**src/rtl/fuse_rd_pkg.sv**
```systemverilog
package fuse_rd_pkg;
  localparam int DATA_W    = 32;
  localparam int ARR_W     = 2;
  localparam int ROW_W     = 6;
  localparam int ROW_LSB   = 5;
  localparam int ARR_LSB   = ROW_LSB + ROW_W;
  localparam int ROWS      = 1 << ROW_W;
  localparam int STATUS_W  = 5;
  localparam int DONE_BIT  = 2;
  localparam int ERR_BIT   = 3;

  typedef logic [DATA_W-1:0] word_t;

  // contiguous column span [lo..hi]
  function automatic word_t col_span(int unsigned lo, int unsigned hi);
    logic [2*DATA_W-1:0] t;
    t = ((64'd1 << (hi - lo + 1)) - 64'd1) << lo;
    return t[DATA_W-1:0];
  endfunction

  // permission mask for a row of logical array 0; zero means refused
  function automatic word_t row_mask(int unsigned row);
    word_t m;
    m = '0;
    if (row == 0)                     m = col_span(28, 31);
    else if (row >= 8 && row <= 15)   m = '1;
    else if (row == 16)               m = col_span(0, 7) | col_span(10, 16);
    else if (row == 17)               m = col_span(0, 2);
    else if (row == 20)               m = '1;
    else if (row == 21)               m = col_span(0, 23) | col_span(29, 31);
    else if (row == 22 || row == 23)  m = '1;
    else if (row >= 40 && row <= 63)  m = '1;
    return m;
  endfunction
endpackage

```
**src/rtl/fuse_rd_mask_table.sv**
```systemverilog
module fuse_rd_mask_table
  import fuse_rd_pkg::*;
(
  input  logic [ROW_W-1:0] row_i,
  output word_t            mask_o
);
  word_t mask_tab [ROWS];

  for (genvar r = 0; r < ROWS; r++) begin : g_row
    assign mask_tab[r] = row_mask(r);
  end

  assign mask_o = mask_tab[row_i];
endmodule

```
**src/rtl/fuse_rd_decode.sv**
```systemverilog
module fuse_rd_decode
  import fuse_rd_pkg::*;
(
  input  word_t            addr_word_i,
  output logic             grant_o,
  output logic [ARR_W-1:0] phys_arr_o,
  output logic [ROW_W-1:0] row_o,
  output word_t            mask_o
);
  logic [ARR_W-1:0] log_arr;
  word_t            arr0_mask;
  logic             unused_addr;

  assign log_arr = addr_word_i[ARR_LSB +: ARR_W];
  assign row_o   = addr_word_i[ROW_LSB +: ROW_W];
  assign unused_addr = ^{addr_word_i[DATA_W-1:ARR_LSB+ARR_W], addr_word_i[ROW_LSB-1:0]};

  fuse_rd_mask_table u_mask (
    .row_i  (row_o),
    .mask_o (arr0_mask)
  );

  always_comb begin
    grant_o    = 1'b0;
    phys_arr_o = '0;
    mask_o     = '0;
    unique case (log_arr)
      2'd0: begin
        grant_o = |arr0_mask;
        mask_o  = arr0_mask;
      end
      2'd2, 2'd3: begin
        // helper-data arrays: skip physical array slot
        grant_o    = 1'b1;
        phys_arr_o = log_arr - 2'd1;
        mask_o     = '1;
      end
      default: ;
    endcase
  end

  always_comb begin
    if (grant_o) a_r6_grant_has_mask: assert (mask_o != '0);
    if (log_arr == 2'd1) a_r3_arr1_refused: assert (!grant_o);
  end
endmodule

```
**src/rtl/fuse_rd_result.sv**
```systemverilog
module fuse_rd_result
  import fuse_rd_pkg::*;
(
  input  logic                clk_i,
  input  logic                rst_ni,
  input  logic                load_i,
  input  logic                grant_i,
  input  word_t               mask_i,
  input  word_t               row_data_i,
  output word_t               data_o,
  output logic [STATUS_W-1:0] status_o
);
  word_t data_q;
  logic  done_q, err_q;

  always_ff @(posedge clk_i or negedge rst_ni) begin
    if (!rst_ni) begin
      data_q <= '0;
      done_q <= 1'b0;
      err_q  <= 1'b0;
    end else if (load_i) begin
      data_q <= grant_i ? (row_data_i & mask_i) : '0;
      done_q <= grant_i;
      err_q  <= !grant_i;
    end
  end

  always_comb begin
    status_o           = '0;
    status_o[DONE_BIT] = done_q;
    status_o[ERR_BIT]  = err_q;
  end
  assign data_o = data_q;

  a_r8_refused_is_zero: assert property (@(posedge clk_i) disable iff (!rst_ni)
    err_q |-> (data_q == '0));
  a_r7_done_err_exclusive: assert property (@(posedge clk_i) disable iff (!rst_ni)
    !(done_q && err_q));
  a_r9_load_sets_flag: assert property (@(posedge clk_i) disable iff (!rst_ni)
    load_i |=> (done_q ^ err_q));
endmodule

```
**src/rtl/fuse_row_reader.sv**
```systemverilog
module fuse_row_reader
  import fuse_rd_pkg::*;
#(
  parameter int               ADDR_W     = 8,
  parameter logic [ADDR_W-1:0] RDADDR_OFS = 8'h00,
  parameter logic [ADDR_W-1:0] RDDATA_OFS = 8'h04
) (
  input  logic                clk_i,
  input  logic                rst_ni,
  input  logic                bus_we_i,
  input  logic [ADDR_W-1:0]   bus_addr_i,
  input  logic [DATA_W-1:0]   bus_wdata_i,
  input  logic                wr_lock_i,
  output logic                fuse_rd_o,
  output logic [ARR_W-1:0]    fuse_array_o,
  output logic [ROW_W-1:0]    fuse_row_o,
  input  logic [DATA_W-1:0]   fuse_data_i,
  output logic [DATA_W-1:0]   rd_data_o,
  output logic [STATUS_W-1:0] status_o
);
  logic  accept;
  logic  grant;
  word_t mask;

  // data register offset is read-only: no write path exists
  assign accept = bus_we_i && !wr_lock_i && (bus_addr_i == RDADDR_OFS);

  fuse_rd_decode u_dec (
    .addr_word_i (bus_wdata_i),
    .grant_o     (grant),
    .phys_arr_o  (fuse_array_o),
    .row_o       (fuse_row_o),
    .mask_o      (mask)
  );

  assign fuse_rd_o = accept && grant;

  fuse_rd_result u_res (
    .clk_i      (clk_i),
    .rst_ni     (rst_ni),
    .load_i     (accept),
    .grant_i    (grant),
    .mask_i     (mask),
    .row_data_i (fuse_data_i),
    .data_o     (rd_data_o),
    .status_o   (status_o)
  );

  a_r11_lock_ignored: assert property (@(posedge clk_i) disable iff (!rst_ni)
    (bus_we_i && wr_lock_i) |=> ($stable(rd_data_o) && $stable(status_o)));
  a_r10_data_read_only: assert property (@(posedge clk_i) disable iff (!rst_ni)
    (bus_we_i && bus_addr_i == RDDATA_OFS) |=> ($stable(rd_data_o) && $stable(status_o)));
  a_r3_arr1_error: assert property (@(posedge clk_i) disable iff (!rst_ni)
    (accept && bus_wdata_i[ARR_LSB +: ARR_W] == 2'd1) |=> status_o[ERR_BIT]);
  a_r12_spare_bits_zero: assert property (@(posedge clk_i) disable iff (!rst_ni)
    (status_o & ~((1 << DONE_BIT) | (1 << ERR_BIT))) == '0);
endmodule

```
**config.mk**
```make
export PLATFORM = sky130hd
export DESIGN_NAME = fuse_row_reader
export DESIGN_NICKNAME = d
export VERILOG_FILES = /design/src/rtl/fuse_rd_pkg.sv /design/src/rtl/fuse_rd_mask_table.sv /design/src/rtl/fuse_rd_decode.sv /design/src/rtl/fuse_rd_result.sv /design/src/rtl/fuse_row_reader.sv
export SDC_FILE = /design/constraint.sdc
export NUM_CORES = 1
export LEC_CHECK = 0
export ABC_CLOCK_PERIOD_IN_PS = 1800
export BUFFER_PORTS_ARGS = -buffer_cell sky130_fd_sc_hd__buf_4
export CORE_ASPECT_RATIO = 1.4
export CORE_MARGIN = 1
export CORE_UTILIZATION = 42
export CTS_CLUSTER_SIZE = 12
export DETAILED_ROUTE_END_ITERATION = 10
export GPL_TIMING_DRIVEN = 0
export PLACE_DENSITY = 0.85
export SLEW_MARGIN = 25
export SYNTH_ARGS = -nofsm -noshare
export SYNTH_HDL_FRONTEND = slang
export SYNTH_SLANG_ARGS = --single-unit
export TNS_END_PERCENT = 5
```
**constraint.sdc**
```tcl
create_clock -name clk_i -period 1.8 [get_ports clk_i]
set_clock_uncertainty 0.15 [all_clocks]
set_input_delay 0.09 -clock clk_i [delete_from_list [all_inputs] [get_ports clk_i]]
set_output_delay 0.09 -clock clk_i [all_outputs]
set_load 0.005 [all_outputs]
```
; After elaboration in Yosys (flattened, before gate mapping)
; Memory sizes are Yosys's and may differ from the RTL's.
; Cells that the tools add are included.
[totals]
out_inout_bits = 46
in_bits = 76
reg_bits = 34
mem_bits_ro = 2048
n_memories = 1
elab_cells = 25
[memory_table]
columns = name, depth, word_bits, read_ports, rd_clocked_by_memory_dff, wr, line_no
row1 = (no name shown), 64, 32, 1, 0, 0, fuse_rd_mask_table.sv:13  ; assign mask_o = mask_tab[row_i];
[op_classes]
muxes = 6
n_eq_ne = 2
reduce_logical = 9
bitwise_logic = 2
addsub = 1
magnitude_cmp = 1
[ops]
columns = op, n
row1 = 2-to-1 mux 32 bit, 3
row2 = case mux 32 bit (2 select lines), 1
row3 = bitwise AND 32 bit, 1
row4 = OR reduction 32 bit, 1
row5 = logical NOT 8 bit, 1
row6 = >= comparator 7 bit (second input constant), 1
row7 = NOT 6 -> 7 bit, 1
row8 = equality test 2 bit (second input constant), 2
row9 = logical AND 1 bit, 3
row10 = logical NOT 1 bit, 2
row11 = logical NOT 2 bit, 1
row12 = 2-to-1 mux 2 bit, 1
row13 = case mux 1 bit (2 select lines), 1
row14 = OR reduction 2 bit, 1
row15 = subtractor 2 x 1 -> 2 bit (second input constant), 1

; Longest topological paths before layout
[logic_depth]
word_depth = 7
mapped_depth = 5
ltp_nobuf = 4

; Modules after synthesis
; A second synthesis with hierarchy kept.
[unflattened]
cells_unflattened = 264
area_unflattened_um2 = 2272.2
[modules_own_cells]
columns = module, n_inst, cells_per_inst, area_per_inst_um2, seq_area_each_um2
row1 = fuse_rd_result, 1, 150, 1480.2, 850.8
row2 = fuse_rd_decode, 1, 60, 436.7, 0.0
row3 = fuse_rd_mask_table, 1, 48, 310.3, 0.0
row4 = fuse_row_reader, 1, 6, 45.0, 0.0

; Worst setup path before layout
; No wires, ideal clock.
[synth_path]
kind = input to register
from = input bus_wdata_i[9]
to = register u_res.err_q
path_slack_ps = 500
n_path_buf = 0
t_arrival_ps = 1029
required_ps = 1529
path_stages = 4
setup_ps = 121
path_cell_list = or4_4 nor3_4 nor2_1 a22o_1
[synth_via]
elab_chain_len = 7
[synth_lines]
columns = item, line_no
row1 = from (decl), fuse_row_reader.sv:12  ; input logic [DATA_W-1:0] bus_wdata_i,
row2 = NOT 6 -> 7 bit (implied by the code), fuse_rd_mask_table.sv:13
row3 = memory read (64 x 32 bit), -
row4 = 2-to-1 mux 32 bit (implied by the code) (2 in series), fuse_rd_mask_table.sv:13
row5 = OR reduction 32 bit, fuse_rd_decode.sv:29  ; grant_o = |arr0_mask;
row6 = case mux 1 bit (2 select lines), fuse_rd_decode.sv:27  ; unique case (log_arr)
row7 = logical NOT 1 bit, fuse_rd_result.sv:24  ; err_q <= !grant_i;
row8 = to (signal assigned), fuse_rd_result.sv:24
row9 = to (decl), fuse_rd_result.sv:14  ; logic done_q, err_q;
; No other way between the ends. The select of a mux whose other input is x is not followed.
; A chain may end at the register's enable or synchronous reset.

; Worst setup path after layout
[layout_path]
from = input bus_addr_i[3]
to = output fuse_rd_o
[layout_via]
elab_chain_len = 3
[layout_lines]
columns = item, line_no
row1 = from (decl), fuse_row_reader.sv:11  ; input logic [ADDR_W-1:0] bus_addr_i,
row2 = logical NOT 8 bit, fuse_row_reader.sv:26  ; assign accept = bus_we_i && !wr_lock_i && (bus_addr_i == RDADDR_OFS);
row3 = logical AND 1 bit, fuse_row_reader.sv:26
row4 = logical AND 1 bit, fuse_row_reader.sv:36  ; assign fuse_rd_o = accept && grant;
row5 = to (decl), fuse_row_reader.sv:14  ; output logic fuse_rd_o,
; No other way between the ends.

==> metrics.txt <==
Total GRT Usage 25.63%; Hold Crit Start bus_wdata_i[6]; Via Count 1,540; global-route wire length before repair a little over 7000 um; max-cap check violation count 0; IO buf count 94; Die Ht 73.80 um; fin crit share between 80 and 90%; largest net degree at the start of global routing 35; Internal around 1200 uW; gpl congestion just over 0.8; initial DRC count 34; vias per inst 5.083; CTS buffer count 5; Num Clock Sinks 34; Setup Viol. Count Final 0; Hold Slack 0.007069 ns; Starting Density 44.95%; R2R Setup Slk 0.92 ns; crit-path most repeated cell buf_4; synth-to-layout area growth 75.81%; root buffer cell clkbuf_8; Max Freq 0.6753 GHz; Clock Latency Late Sink 0.28 ns; switching part of the total 23.04%; most frequent cells in the layout buf_4 (105), dfrtp_1 (34), dlygate4sd3_1 (33), a22o_1 (22), nand2_1 (14); vias in the first global route 1,615; Max IR drop VDD 536.3 uV; Pre-antenna DRT Iters 4; final worst slack 0.3191 ns; critical path endpoint fuse_rd_o; layout cell share with drive strength beyond 1 47.53%; clock transition at the registers of the reported paths ~0.060 ns; DR top layer met4; Met2 Routed Length 2484 um; H-tree levels 2; reg2reg end u_res.data_o[19]$_DFFE_PN0P_; # diodes 0; critical-path cell list buf_4, nor4_4, and3_1, buf_2, o31a_1, buf_4; Max FO, Critical Path 10; met1 wire length 1597 um; critical path class in2out; postcts setup bufs 0; Gate power share roughly 18%; Worst setup EP type output port; pre-CTS setup slack approximately 0.23 ns; area of the mapped netlist 1546 um2; die area about 3900 um2; Hold-fix buffers, CTS 33; row cnt 25; P per Cell Area slightly below 600 nW/um2; WL final 4488 um; final instance area 2719 um2; Reg-to-Reg Start u_res.data_o[19]$_DFFE_PN0P_; Reg power frac 49.7%; DR WL/cell ~15 um; setup TNS 0 ns; required time worst endpoint ~1.6 ns; sequential element share of the synthesized area 55.02%; critical path's slowest cell nor4_4; Net Switching 365.1 uW; CTS tree done; clock buffer depth 2; gr ovfl total 0; CTS resizes 0; Mapped Cells 127; commonest non-fill, non-tap cell in the layout buf_4; crit path from bus_addr_i[3]; post-layout net count 339; unrepaired setup endpoints after global routing no; Critical Path Start Type primary input; dpl cell area 2310 um2; Worst EP arrival 1.24 ns; initial antenna violation count 0; Reg2Reg Depth 1; clock group share of total power 32.5%; CP peak stage delay about 0.35 ns; met3 WL 290 um; Yosys reg bits 34; Mapped Avg Cell Area 12.18 um2; die width 53.29 um; Ports around 120; fin. max-slew vios 0; run status finished clean; Hold Vio Cnt, Final 0; number of synthesis warnings 0; min-delay worst type in2reg; post-layout min period 1.481 ns; # DRC 0; static leakage 0.001398 uW; power after layout ~1600 uW; Antenna Nets Post-Route 0; Core Area between 3000 and 4000 um2; Post-DP HPWL ~3000 um; synth unique cells 32
metal layers:
layer / vias up / global-route usage, %
met5: - / 0
met2: 79 / 46.25
li1: 722 / -
met4: 0 / 9.942
met1: 727 / 26.96
met3: 12 / 7.453
cell families (layout without fill, tap and decap cells):
kind of cell           Yosys count  after routing  share of synthesized area [%]
AO/OA/AOI/OAI                   39             39                          21.12
buffers and inverters           18            152                          8.252
flip-flops                      34             34                          55.02
multiplexers                     1              1                         0.6473
other                            1              3                         0.2425
AND/OR/NAND/NOR                 34             34                          14.73
final cells by class:
| type | instances | area [um2] |
|---|---|---|
| timing repair buffer | 127 | 1036 |
| sequential | 34 | 850.8 |
| fill | 237 | 721.9 |
| multi-input combinational | 77 | 575.6 |
| buffer | 17 | 123.9 |
| clock buffer | 5 | 68.82 |
| tap | 40 | 50.05 |
| clock inverter | 2 | 10.01 |
| inverter | 1 | 3.754 |
critical path, delay by kind of cell:
kind | cells | cell delay, ns
buffers and inverters | 3 | 0.44
and+or+nand+nor | 2 | 0.55
AOI/OAI and AO/OA | 1 | 0.17
synthesized netlist by cell type:
cell	number	area, um2
a21oi_1	2	10.01
a21oi_4	1	16.27
or4_4	1	11.26
a22o_1	22	192.7
conb_1	1	3.750
and3_1	1	6.260
inv_1	1	3.750
nor2_1	5	18.77
a21o_1	1	7.510
nor4b_4	1	23.77
nand3_4	1	17.52
nand3_1	3	15.01
nand2_1	14	52.55
buf_2	3	15.01
dfrtp_1	34	850.8
nor3_1	2	10.01
o2111ai_1	1	8.760
mux2i_1	1	10.01
nand2b_1	1	6.260
o31a_1	1	8.760
nor4_4	1	21.27
buf_4	11	82.58
clkbuf_1	1	3.750
a31oi_2	1	12.51
nand3b_1	1	7.510
nor4b_2	1	15.01
o21ai_0	3	15.01
nor3_4	1	16.27
and2_1	1	6.260
a32o_1	4	40.04
buf_6	2	22.52
o21ai_1	3	15.01
power groups by stage:
stage / Sequential (uW) / Clock (uW) / Combinational [uW]
global route: 789 / 565 / 303
CTS: 788 / 528 / 278
global placement: 801 / 0 / 216
finish: 788 / 516 / 281
detailed placement: 802 / 0 / 220
floorplan: 803 / 0 / 59.0
registers in the layout, indices dropped and copies added, names as in the netlist:
name	flops
u_res.err_q	1
u_res.done_q	1
u_res.data_o	32
worst min path at each step:
stage | endpoint | slack [ns] | cells after the start
after floorplan | u_res.data_o[0]$_DFFE_PN0P_ | -0.36 | 0
after global placement | u_res.data_o[20]$_DFFE_PN0P_ | -0.1 | 1
after detailed placement | u_res.data_o[13]$_DFFE_PN0P_ | -0.09 | 1
after CTS | u_res.data_o[28]$_DFFE_PN0P_ | 0.002 | 4
after global routing | u_res.data_o[28]$_DFFE_PN0P_ | 0.04 | 3
final | u_res.data_o[28]$_DFFE_PN0P_ | 0.007 | 4
stage by stage:
stage / std cells / util [%]
floorplan: 129 / -
global placement: 263 / 67.13
detailed placement: 263 / 67.13
CTS: 303 / 79.02
global route: 303 / 79.02
finish: 303 / 79.02
Power figures use the tool's default switching activity.
